## config.mk

```make
export PLATFORM = sky130hd
export DESIGN_NAME = rdpw_ctrl
export DESIGN_NICKNAME = d
export VERILOG_FILES = /design/src/rtl/rdpw_pkg.sv /design/src/rtl/rdpw_lag_timer.sv /design/src/rtl/rdpw_wake_fsm.sv /design/src/rtl/rdpw_power_seq.sv /design/src/rtl/rdpw_ctrl.sv
export SDC_FILE = /design/constraint.sdc
export NUM_CORES = 1
export LEC_CHECK = 0
export BUFFER_PORTS_ARGS = -buffer_cell sky130_fd_sc_hd__buf_2
export CAP_MARGIN = 20
export CORE_ASPECT_RATIO = 0.75
export CORE_MARGIN = 2
export CORE_UTILIZATION = 34
export DETAILED_ROUTE_END_ITERATION = 7
export PLACE_DENSITY = 0.75
export RECOVER_POWER = 25
export SLEW_MARGIN = 10
export SYNTH_ARGS = -nofsm -noshare
export SYNTH_HDL_FRONTEND = slang
export SYNTH_SLANG_ARGS = --single-unit
```

## constraint.sdc

```tcl
create_clock -name clk -period 1.6 [get_ports clk]
set_input_delay 0.24 -clock clk [delete_from_list [all_inputs] [get_ports clk]]
set_output_delay 0.24 -clock clk [all_outputs]
set_load 0.05 [all_outputs]
```

## src/rtl/rdpw_pkg.sv

```systemverilog
package rdpw_pkg;
  localparam int DW = 32;

  // Register offsets and field positions
  localparam logic [7:0] WAKE_OFS = 8'h14;
  localparam logic [7:0] PWR_OFS  = 8'h24;
  localparam int B_SLEEP   = 1;
  localparam int B_QUIET   = 2;
  localparam int B_ERR     = 31;
  localparam int B_LPD     = 0;
  localparam int B_GPD     = 1;
  localparam int B_GOFF    = 2;

  // A sleep-request change is legal only against the opposite quiesced state
  function automatic logic wake_change_legal(input logic new_sleep, input logic quiet);
    return new_sleep ? !quiet : quiet;
  endfunction

  function automatic logic group_moving(input logic gpd, input logic goff);
    return gpd ^ goff;
  endfunction

  function automatic logic [DW-1:0] pack_wake(input logic err, input logic quiet,
                                               input logic sleep);
    logic [DW-1:0] v;
    v = '0;
    v[B_ERR]   = err;
    v[B_QUIET] = quiet;
    v[B_SLEEP] = sleep;
    return v;
  endfunction

  function automatic logic [DW-1:0] pack_pwr(input logic lpd, input logic gpd,
                                              input logic goff);
    logic [DW-1:0] v;
    v = '0;
    v[B_LPD]  = lpd;
    v[B_GPD]  = gpd;
    v[B_GOFF] = goff;
    return v;
  endfunction
endpackage

```

## src/rtl/rdpw_lag_timer.sv

```systemverilog
module rdpw_lag_timer #(
  parameter int LAT = 8
) (
  input  logic clk,
  input  logic rst_n,
  input  logic busy,
  output logic done
);
  localparam int CW = (LAT < 2) ? 1 : $clog2(LAT);
  localparam logic [CW-1:0] LAST = CW'(LAT - 1);

  logic [CW-1:0] cnt;

  assign done = busy && (cnt == LAST);

  always_ff @(posedge clk) begin
    if (!rst_n)              cnt <= '0;
    else if (!busy || done)  cnt <= '0;
    else                     cnt <= cnt + 1'b1;
  end
endmodule

```

## src/rtl/rdpw_wake_fsm.sv

```systemverilog
module rdpw_wake_fsm
  import rdpw_pkg::*;
#(
  parameter int LAT = 8
) (
  input  logic clk,
  input  logic rst_n,
  input  logic wr,
  input  logic new_sleep,
  input  logic rd_clr,
  output logic sleep,
  output logic quiet,
  output logic err,
  output logic rejected
);
  logic change, accept, pending, settle;

  assign change   = wr && (new_sleep != sleep);
  assign accept   = change && wake_change_legal(new_sleep, quiet);
  assign rejected = change && !accept;
  assign pending  = sleep != quiet;

  rdpw_lag_timer #(.LAT(LAT)) u_lag (
    .clk   (clk),
    .rst_n (rst_n),
    .busy  (pending),
    .done  (settle)
  );

  always_ff @(posedge clk) begin
    if (!rst_n) begin
      sleep <= 1'b1;
      quiet <= 1'b1;
      err   <= 1'b0;
    end else begin
      if (accept) sleep <= new_sleep;
      if (settle) quiet <= sleep;
      if (rejected)    err <= 1'b1;
      else if (rd_clr) err <= 1'b0;
    end
  end
endmodule

```

## src/rtl/rdpw_power_seq.sv

```systemverilog
module rdpw_power_seq
  import rdpw_pkg::*;
#(
  parameter int LAT = 16
) (
  input  logic clk,
  input  logic rst_n,
  input  logic wr,
  input  logic new_lpd,
  input  logic sole,
  output logic lpd,
  output logic gpd,
  output logic goff,
  output logic moving,
  output logic accepted
);
  logic settle, start_down, start_up;

  assign moving     = group_moving(gpd, goff);
  assign accepted   = wr && !moving;
  assign start_down = accepted && new_lpd && sole && !gpd;
  assign start_up   = accepted && !new_lpd && gpd;

  rdpw_lag_timer #(.LAT(LAT)) u_lag (
    .clk   (clk),
    .rst_n (rst_n),
    .busy  (moving),
    .done  (settle)
  );

  always_ff @(posedge clk) begin
    if (!rst_n) begin
      lpd  <= 1'b0;
      gpd  <= 1'b0;
      goff <= 1'b0;
    end else begin
      if (accepted)   lpd <= new_lpd;
      if (start_down) gpd <= 1'b1;
      else if (start_up) gpd <= 1'b0;
      if (settle) goff <= gpd;
    end
  end
endmodule

```

## src/rtl/rdpw_ctrl.sv

```systemverilog
module rdpw_ctrl
  import rdpw_pkg::*;
#(
  parameter int WAKE_LAT = 8,
  parameter int GRP_LAT  = 16,
  parameter int AW       = 8
) (
  input  logic          clk,
  input  logic          rst_n,
  input  logic          bus_wr,
  input  logic          bus_rd,
  input  logic [AW-1:0] bus_addr,
  input  logic [DW-1:0] bus_wdata,
  output logic [DW-1:0] bus_rdata,
  input  logic          sole_member,
  output logic          grp_busy
);
  // Decoded bus events, kept as named wires for the checker
  logic wake_sel, pwr_sel, wake_wr, wake_rd, pwr_wr;
  logic sleep, quiet, err, wake_rejected;
  logic lpd, gpd, goff, pwr_accepted;
  logic wdata_unused;

  assign wake_sel = bus_addr == AW'(WAKE_OFS);
  assign pwr_sel  = bus_addr == AW'(PWR_OFS);
  assign wake_wr  = bus_wr && wake_sel;
  assign wake_rd  = bus_rd && wake_sel;
  assign pwr_wr   = bus_wr && pwr_sel;
  assign wdata_unused = ^{bus_wdata[DW-1:B_SLEEP+1], wake_rejected, pwr_accepted};

  rdpw_wake_fsm #(.LAT(WAKE_LAT)) u_wake (
    .clk       (clk),
    .rst_n     (rst_n),
    .wr        (wake_wr),
    .new_sleep (bus_wdata[B_SLEEP]),
    .rd_clr    (wake_rd),
    .sleep     (sleep),
    .quiet     (quiet),
    .err       (err),
    .rejected  (wake_rejected)
  );

  rdpw_power_seq #(.LAT(GRP_LAT)) u_pwr (
    .clk      (clk),
    .rst_n    (rst_n),
    .wr       (pwr_wr),
    .new_lpd  (bus_wdata[B_LPD]),
    .sole     (sole_member),
    .lpd      (lpd),
    .gpd      (gpd),
    .goff     (goff),
    .moving   (grp_busy),
    .accepted (pwr_accepted)
  );

  always_comb begin
    bus_rdata = '0;
    if (wake_sel)     bus_rdata = pack_wake(err, quiet, sleep);
    else if (pwr_sel) bus_rdata = pack_pwr(lpd, gpd, goff);
  end
endmodule

```

==> results of run 1 <==
## power by group through the flow
stage                     clock [mW]  sequential, mW  combinational (mW)
after CTS                      0.209           0.337               0.209
after floorplan                    0           0.343               0.232
after global routing           0.223           0.338               0.223
after global placement             0           0.344               0.206
final                          0.198           0.337               0.212
after detailed placement           0           0.345               0.209
## worst paths after layout
path	startpoint	endpoint	cells after the start
worst max-delay path	u_pwr.gpd	grp_busy	2
worst min-delay path	bus_wdata[0]	u_pwr.lpd	3
worst max register to register	u_pwr.gpd	u_pwr.gpd	3
worst min register to register	u_wake.u_lag.cnt[0]	u_wake.u_lag.cnt[0]	1
## Yosys cell counts, types with 2 or more instances
| master | n | area (sq um) |
|---|---|---|
| nor2b_1 | 5 | 31.28 |
| and2_1 | 2 | 12.51 |
| xor2_1 | 2 | 17.52 |
| dfxtp_1 | 13 | 260.3 |
| nor3b_1 | 2 | 15.01 |
| nand3_1 | 4 | 20.02 |
| ha_1 | 3 | 37.54 |
| buf_4 | 28 | 210.2 |
| nor2_1 | 9 | 33.78 |
| nand2_1 | 7 | 26.28 |
| nor4_1 | 2 | 12.51 |
| inv_1 | 4 | 15.01 |
| a22oi_1 | 2 | 15.01 |
| mux2i_1 | 3 | 30.03 |
## critical path: cells and delay by family (launching register included)
family / cells / cell delay [ns]
DFF: 1 / 0.43
buffers and inverters: 1 / 0.32
xor gates and xnor gates: 1 / 0.26
## cells in the final DEF (no fill, tap or decap), drive strengths merged, types with 2 or more instances in the layout
cell / Yosys / final
a22oi: 2 / 2
and2: 2 / 2
buf: 28 / 18
clkbuf: 1 / 7
conb: 1 / 28
dfxtp: 13 / 13
ha: 3 / 3
inv: 4 / 4
mux2i: 3 / 3
nand2: 7 / 7
nand3: 4 / 4
nor2: 9 / 9
nor2b: 5 / 5
nor3b: 2 / 2
nor4: 2 / 2
or4b: 2 / 2
xor2: 3 / 3
## final cells by class
| type | instances | area, sq um |
|---|---|---|
| timing repair buffer | 21 | 117.6 |
| inverter | 4 | 15.01 |
| tap | 36 | 45.04 |
| clock buffer | 4 | 26.28 |
| multi-input combinational | 86 | 516.7 |
| fill | 289 | 1582 |
| sequential | 13 | 260.3 |
## routing by layer
metal | global-route usage | vias to the layer above | wire [microns]
met4 | 0.04348 | 0 | 0
met2 | 0.1667 | 20 | 808
met3 | 0.03256 | 0 | 83
met1 | 0.1134 | 310 | 650
met5 | 0 | - | 0
li1 | - | 347 | -
## per-stage QoR
| step | utilization | total power [mW] | setup slack, ns | TNS, ns |
|---|---|---|---|---|
| after global placement | 0.3672 | 0.5496 | -0.1775 | -0.2321 |
| after floorplan | - | 0.5746 | -0.1167 | -0.4122 |
| after global routing | 0.3828 | 0.7833 | 0.001873 | 0 |
| after CTS | 0.3774 | 0.7550 | 0.07444 | 0 |
| after detailed placement | 0.3672 | 0.5533 | -0.1915 | -0.2621 |
| final | 0.3828 | 0.7469 | 0.07833 | 0 |
## state kept, by name (all words and copies together), names as in the netlist
register / cells
u_wake.quiet: 1
u_pwr.lpd: 1
u_pwr.u_lag.cnt: 4
u_wake.err: 1
u_wake.sleep: 1
u_pwr.goff: 1
u_pwr.gpd: 1
u_wake.u_lag.cnt: 3
## repair_timing
item | CTS | global route
hold buffers | 0 | 0
gates resized for setup | 0 | 4
hold endpoints to repair | 0 | 0
setup endpoints to repair | 0 | 4
## cells by family (layout without fill, tap and decap cells)
logic type,Yosys count,in the layout,share of synthesized area
adder cells (fa/ha/maj),3,3,0.04190
AND/OR/NAND/NOR,41,41,0.2626
flip-flops,13,13,0.2905
other,1,28,0.004186
XOR/XNOR,4,4,0.04750
AO/OA/AOI/OAI,7,7,0.06424
buffers and inverters,33,29,0.2556
multiplexers,3,3,0.03352
==> summary.md, run 1 <==
| Metric | Value |
|---|---|
| Status | `finished clean` |
| Tcrit/Tclk final | `0.9510` |
| Net Sw Power | `0.2862 mW` |
| Routed Antenna Nets | `0` |
| GRT Util Overall | `0.09831` |
| Crit-path slowest cell | `dfxtp_1` |
| Placed insts | `160` |
| Worst Skew | `about 0.0016 ns` |
| Seq/Total Area, Yosys | `0.2905` |
| Final setup viols | `0` |
| #FFs+latches synth | `13` |
| CORE AREA | `2562 sq um` |
| Peak VDD IR | `0.0002294 V` |
| DR pass1 iterations | `4` |
| Cts bufs inserted | `3` |
| CTS tree | `yes` |
| Syn Area/Cell | `8.532 sq um` |
| Design area | `roughly 980 sq um` |
| Flop pwr share | `0.451` |
| Clk_lat worst skew | `approximately 0.27 ns` |
| Gp weighted congestion | `0.8589` |
| Ys flop type | `dfxtp_1` |
| Synth cell types | `33` |
| Die W | `approximately 63 microns` |
| H-tree depth | `1` |
| Num Clock Sinks | `13` |
| Clock-pin slew on the worst setup and hold paths | `approximately 0.070 ns` |
| Number of flops mapped to enable cells by yosys | `0` |
| Post-layout minimum cycle time | `1.522 ns` |
| Synthesis-to-finish area growth | `9.497%` |
| Final number of hold-violating endpoints | `0` |
| Slowest stage delay, CP | `0.43 ns` |
| CP Capture Type | `output port` |
| CTS max path bufs | `2` |
| Clk root buf | `clkbuf_4` |
| Ys async rst share | `0` |
| Post-DP HPWL | `1231 microns` |
| Finished Layout Cells | `164` |
| Unrepaired setup endpoints after global routing | `no` |
| Sw frac | `0.3832` |
| Mapped Cells | `105` |
| Min Hold Slack | `between 0.2 and 0.25 ns` |
| Vias in the first global route | `about 580` |
| Post-CTS setup repair buffer count | `0` |
| Cells along the critical path | `xor2_2 -> buf_2` |
| Clk network pwr share | `0.265` |
| PwrDens | `around 760 nW/um^2` |
| DRT Wirelength | `roughly 1500 microns` |
| DRT iter0 DRCs | `10` |
| Port Buf Inserts | `19` |
| Die Y | `48.46 microns` |
| Pins Over Slew Limit | `0` |
| CP Class | `register to output port` |
| Die Area | `roughly 3100 sq um` |
| Layout cells sized above 1 | `0.2344` |
| Hold/Removal Path Class | `primary input to register` |
| Required @ worst endpoint | `1.36 ns` |
| Comb pwr share | `0.284` |
| Max Fclk | `657.2 MHz` |
| Floorplan row count | `16` |
| Worst Setup Start Kind | `register` |
| Placed Area | `940.9 sq um` |
| Io pins | `slightly below 80` |
| Synthesis Warnings | `0` |
| First-pass GRT wire length | `2359 microns` |
| Mapped cell area | `895.9 sq um` |
| Initial antenna violation count | `0` |
| Static Leak | `roughly 0.47 nW` |
| ANT cells | `0` |
| Cell internal pwr | `0.4607 mW` |
| Largest net degree at the start of global routing | `12` |
| WP data arrival | `1.28 ns` |
| Via count | `677` |
| Final nets | `177` |
| Number of vias per cell | `slightly above 4` |
| Max-cap violation count | `0` |
| CP Max Fanout | `5` |
| Total grt overflow | `0` |
| Worst R2R Setup Slack | `0.15 ns` |
| WL/cell | `9.402 microns` |
| DRC | `0` |
| Initial Util | `0.3496` |
Note: power is estimated with default switching activity, not from simulation.
==> inputs of run 2 (changes only) <==
--- a/config.mk
+++ b/config.mk
@@ -9,9 +9,9 @@
 export CAP_MARGIN = 20
 export CORE_ASPECT_RATIO = 0.75
 export CORE_MARGIN = 2
-export CORE_UTILIZATION = 34
+export CORE_UTILIZATION = 30
 export DETAILED_ROUTE_END_ITERATION = 7
-export PLACE_DENSITY = 0.75
+export PLACE_DENSITY = 0.68
 export RECOVER_POWER = 25
 export SLEW_MARGIN = 10
 export SYNTH_ARGS = -nofsm -noshare
==> run 2 against run 1 <==
Compared with the run above:
- die area grew 12%
- final area grew 3.2%
- sequential share of layout area shrank 0.82 points
- critical endpoint is now u_pwr.gpd
- largest power group unchanged
==> summary.md, run 2 (synthesis gave the netlist of run 1 again) <==
| Metric | Value |
|---|---|
| WP depth | `4 (was 2)` |
| Number of vias per cell | `4.144 (was 4.128)` |
| R2R cell count | `3 (unchanged)` |
| CORE AREA | `2893 sq um (was 2562 sq um)` |
| RR Endpoint | `u_pwr.gpd (unchanged)` |
| Final nets | `178 (was 177)` |
| Peak VDD IR | `0.0003267 V (was 0.0002294 V)` |
| Via count | `692 (was 677)` |
| Max-cap violation count | `0 (unchanged)` |
| DRC | `0 (unchanged)` |
| Most frequent cells in the layout | `conb_1 (28), buf_2 (15), dfxtp_1 (13), nor2_1 (8), nand2_1 (7) (was conb_1 (28), buf_2 (16), dfxtp_1 (13), nor2_1 (8), nand2_1 (7))` |
| Cts bufs inserted | `3 (unchanged)` |
| Tcrit/Tclk final | `0.9682 (was 0.9510)` |
| Required @ worst endpoint | `1.73 ns (was 1.36 ns)` |
| Die Y | `51.33 microns (was 48.46 microns)` |
| Die W | `67.10 microns (was 63.27 microns)` |
| Crit-path slowest cell | `or4b_4 (was dfxtp_1)` |
| Post-DP HPWL | `1283 microns (was 1231 microns)` |
| Commonest non-fill, non-tap cell in the layout | `conb_1 (unchanged)` |
| Clock-pin slew on the worst setup and hold paths | `0.05 ns (was 0.07 ns)` |
| CTS max path bufs | `2 (unchanged)` |
| Fin worst setup slack | `0.05091 ns (was 0.07833 ns)` |
| Static Leak | `0.4789 nW (was 0.4664 nW)` |
| Post-layout minimum cycle time | `1.549 ns (was 1.522 ns)` |
| Finished Layout Cells | `167 (was 164)` |
| Floorplan row count | `17 (was 16)` |
| Max FFs per register | `4 (unchanged)` |
| CP bufs+invs | `1 (unchanged)` |
| Placed insts | `163 (was 160)` |
| Total grt overflow | `0 (unchanged)` |
| Top Family by Delay on Critical Path | `simple AND/OR/NAND/NOR gates (was flip-flops)` |
| Slowest stage delay, CP | `0.54 ns (was 0.43 ns)` |
| Placement Setup Slack | `-0.1888 ns (was -0.1915 ns)` |
| DR pass1 iterations | `4 (unchanged)` |
| Clk root buf | `clkbuf_8 (was clkbuf_4)` |
| Layout cells sized above 1 | `0.2403 (was 0.2344)` |
| Io pins | `78 (unchanged)` |
| Initial Util | `0.3097 (was 0.3496)` |
| Reg2reg start | `u_pwr.gpd (unchanged)` |
| WHS Endpoint | `u_pwr.lpd (unchanged)` |
| Final setup viols | `0 (unchanged)` |
| Post-CTS Hold Buffers | `0 (unchanged)` |
| GRT Util Overall | `0.09104 (was 0.09831)` |
| CTS tree | `yes (unchanged)` |
| DRT iter0 DRCs | `12 (was 10)` |
| Placed Area | `950.9 sq um (was 940.9 sq um)` |
| Regs by FF count | `u_pwr.u_lag.cnt x4, u_wake.u_lag.cnt x3 (unchanged)` |
| CP startpoint | `bus_addr[7] (was u_pwr.gpd)` |
| Gp weighted congestion | `0.8062 (was 0.8589)` |
| WL/cell | `9.413 microns (was 9.402 microns)` |
| Largest net degree at the start of global routing | `12 (unchanged)` |
| Pins Over Slew Limit | `0 (unchanged)` |
| Hold/Removal Path Class | `primary input to register (unchanged)` |
| Hold Startpoint | `bus_wdata[0] (unchanged)` |
| Total power | `0.8313 mW (was 0.7469 mW)` |
| First-pass GRT wire length | `2380 microns (was 2359 microns)` |
| DRT Wirelength | `1572 microns (was 1542 microns)` |
| Routed Antenna Nets | `0 (unchanged)` |
| Num Clock Sinks | `13 (unchanged)` |
| Initial antenna violation count | `0 (unchanged)` |
| Unrepaired setup endpoints after global routing | `no (unchanged)` |
| CP Max Fanout | `2 (was 5)` |
| Port Buf Inserts | `19 (unchanged)` |
| CP Capture Type | `register (was output port)` |
| Largest Register | `u_pwr.u_lag.cnt (unchanged)` |
| Post_cts resized | `0 (unchanged)` |
| Clk_lat worst skew | `0.23 ns (was 0.27 ns)` |
| Cells along the critical path | `buf_2 -> or4b_4 -> or4_4 -> o221a_1 (was xor2_2 -> buf_2)` |
| H-tree depth | `1 (unchanged)` |
| Worst R2R Setup Slack | `0.20 ns (was 0.15 ns)` |
| Final number of hold-violating endpoints | `0 (unchanged)` |
| Worst Setup Start Kind | `primary input (was register)` |
| Max Fclk | `645.5 MHz (was 657.2 MHz)` |
| Status | `finished clean (unchanged)` |
| ANT cells | `0 (unchanged)` |
| CP Class | `primary input to register (was register to output port)` |
| Vias in the first global route | `626 (was 575)` |
| WP data arrival | `1.68 ns (was 1.28 ns)` |
| Synthesis-to-finish area growth | `12.99% (was 9.497%)` |
| Worst Skew | `0.0002963 ns (was 0.001621 ns)` |
| Die Area | `3444 sq um (was 3066 sq um)` |
| WHS Path Cells | `3 (unchanged)` |
| PwrDens | `821.3 nW/um^2 (was 761.4 nW/um^2)` |
| Design area | `1012 sq um (was 980.9 sq um)` |
| Post-CTS setup repair buffer count | `0 (unchanged)` |
==> run 2: changes by cell type in the layout (fill, tap and decap cells not counted), sizes merged <==
cell | previous run | this run
clkbuf | 7 | 8
==> run 2: worst reg2reg max path, stage by stage (launching register included) <==
cell	delay, ns
dfxtp_1	0.36
xor2_2	0.19
or4_4	0.49
o221a_1	0.25
==> run 2: worst max-delay path by stage <==
stage	to	slack, ns
CTS	u_pwr.gpd	0.07
global placement	u_pwr.gpd	-0.18
finish	u_pwr.gpd	0.05
global route	u_pwr.gpd	0.02
floorplan	bus_rdata[0]	-0.12
detailed placement	u_pwr.gpd	-0.19
==> run 2: layout make-up <==
class | instances | area (sq um)
multi-input cells | 86 | 516.7
clock buffers | 4 | 45.04
repair buffers | 22 | 127.6
well taps | 38 | 47.55
fillers | 314 | 1881
flip-flops and latches | 13 | 260.3
inverters | 4 | 15.01
==> run 2: stage by stage <==
| stage | setup TNS, ns | hold WS (ns) | utilization |
|---|---|---|---|
| floorplan | -0.4122 | 0.3788 | - |
| global route | 0 | 0.2823 | 0.3499 |
| detailed placement | -0.2564 | 0.4157 | 0.3287 |
| global placement | -0.2345 | 0.4081 | 0.3287 |
| CTS | 0 | 0.2556 | 0.3443 |
| finish | 0 | 0.2610 | 0.3499 |
==> run 2: where the power goes <==
| part | leakage, nW | internal (mW) | switching [mW] |
|---|---|---|---|
| Combinational | 0.351 | 0.0348 | 0.177 |
| Clock | 0.0228 | 0.175 | 0.106 |
| Sequential | 0.105 | 0.330 | 0.00766 |
| Total | 0.479 | 0.540 | 0.291 |
==> run 2: metal layers <==
metal / vias up / GRT usage / share of wire
met5: - / 0 / 0
met4: 0 / 0.04422 / 0.0089
met3: 3 / 0.03524 / 0.053
met2: 22 / 0.1601 / 0.55
met1: 319 / 0.09421 / 0.39
li1: 348 / - / -
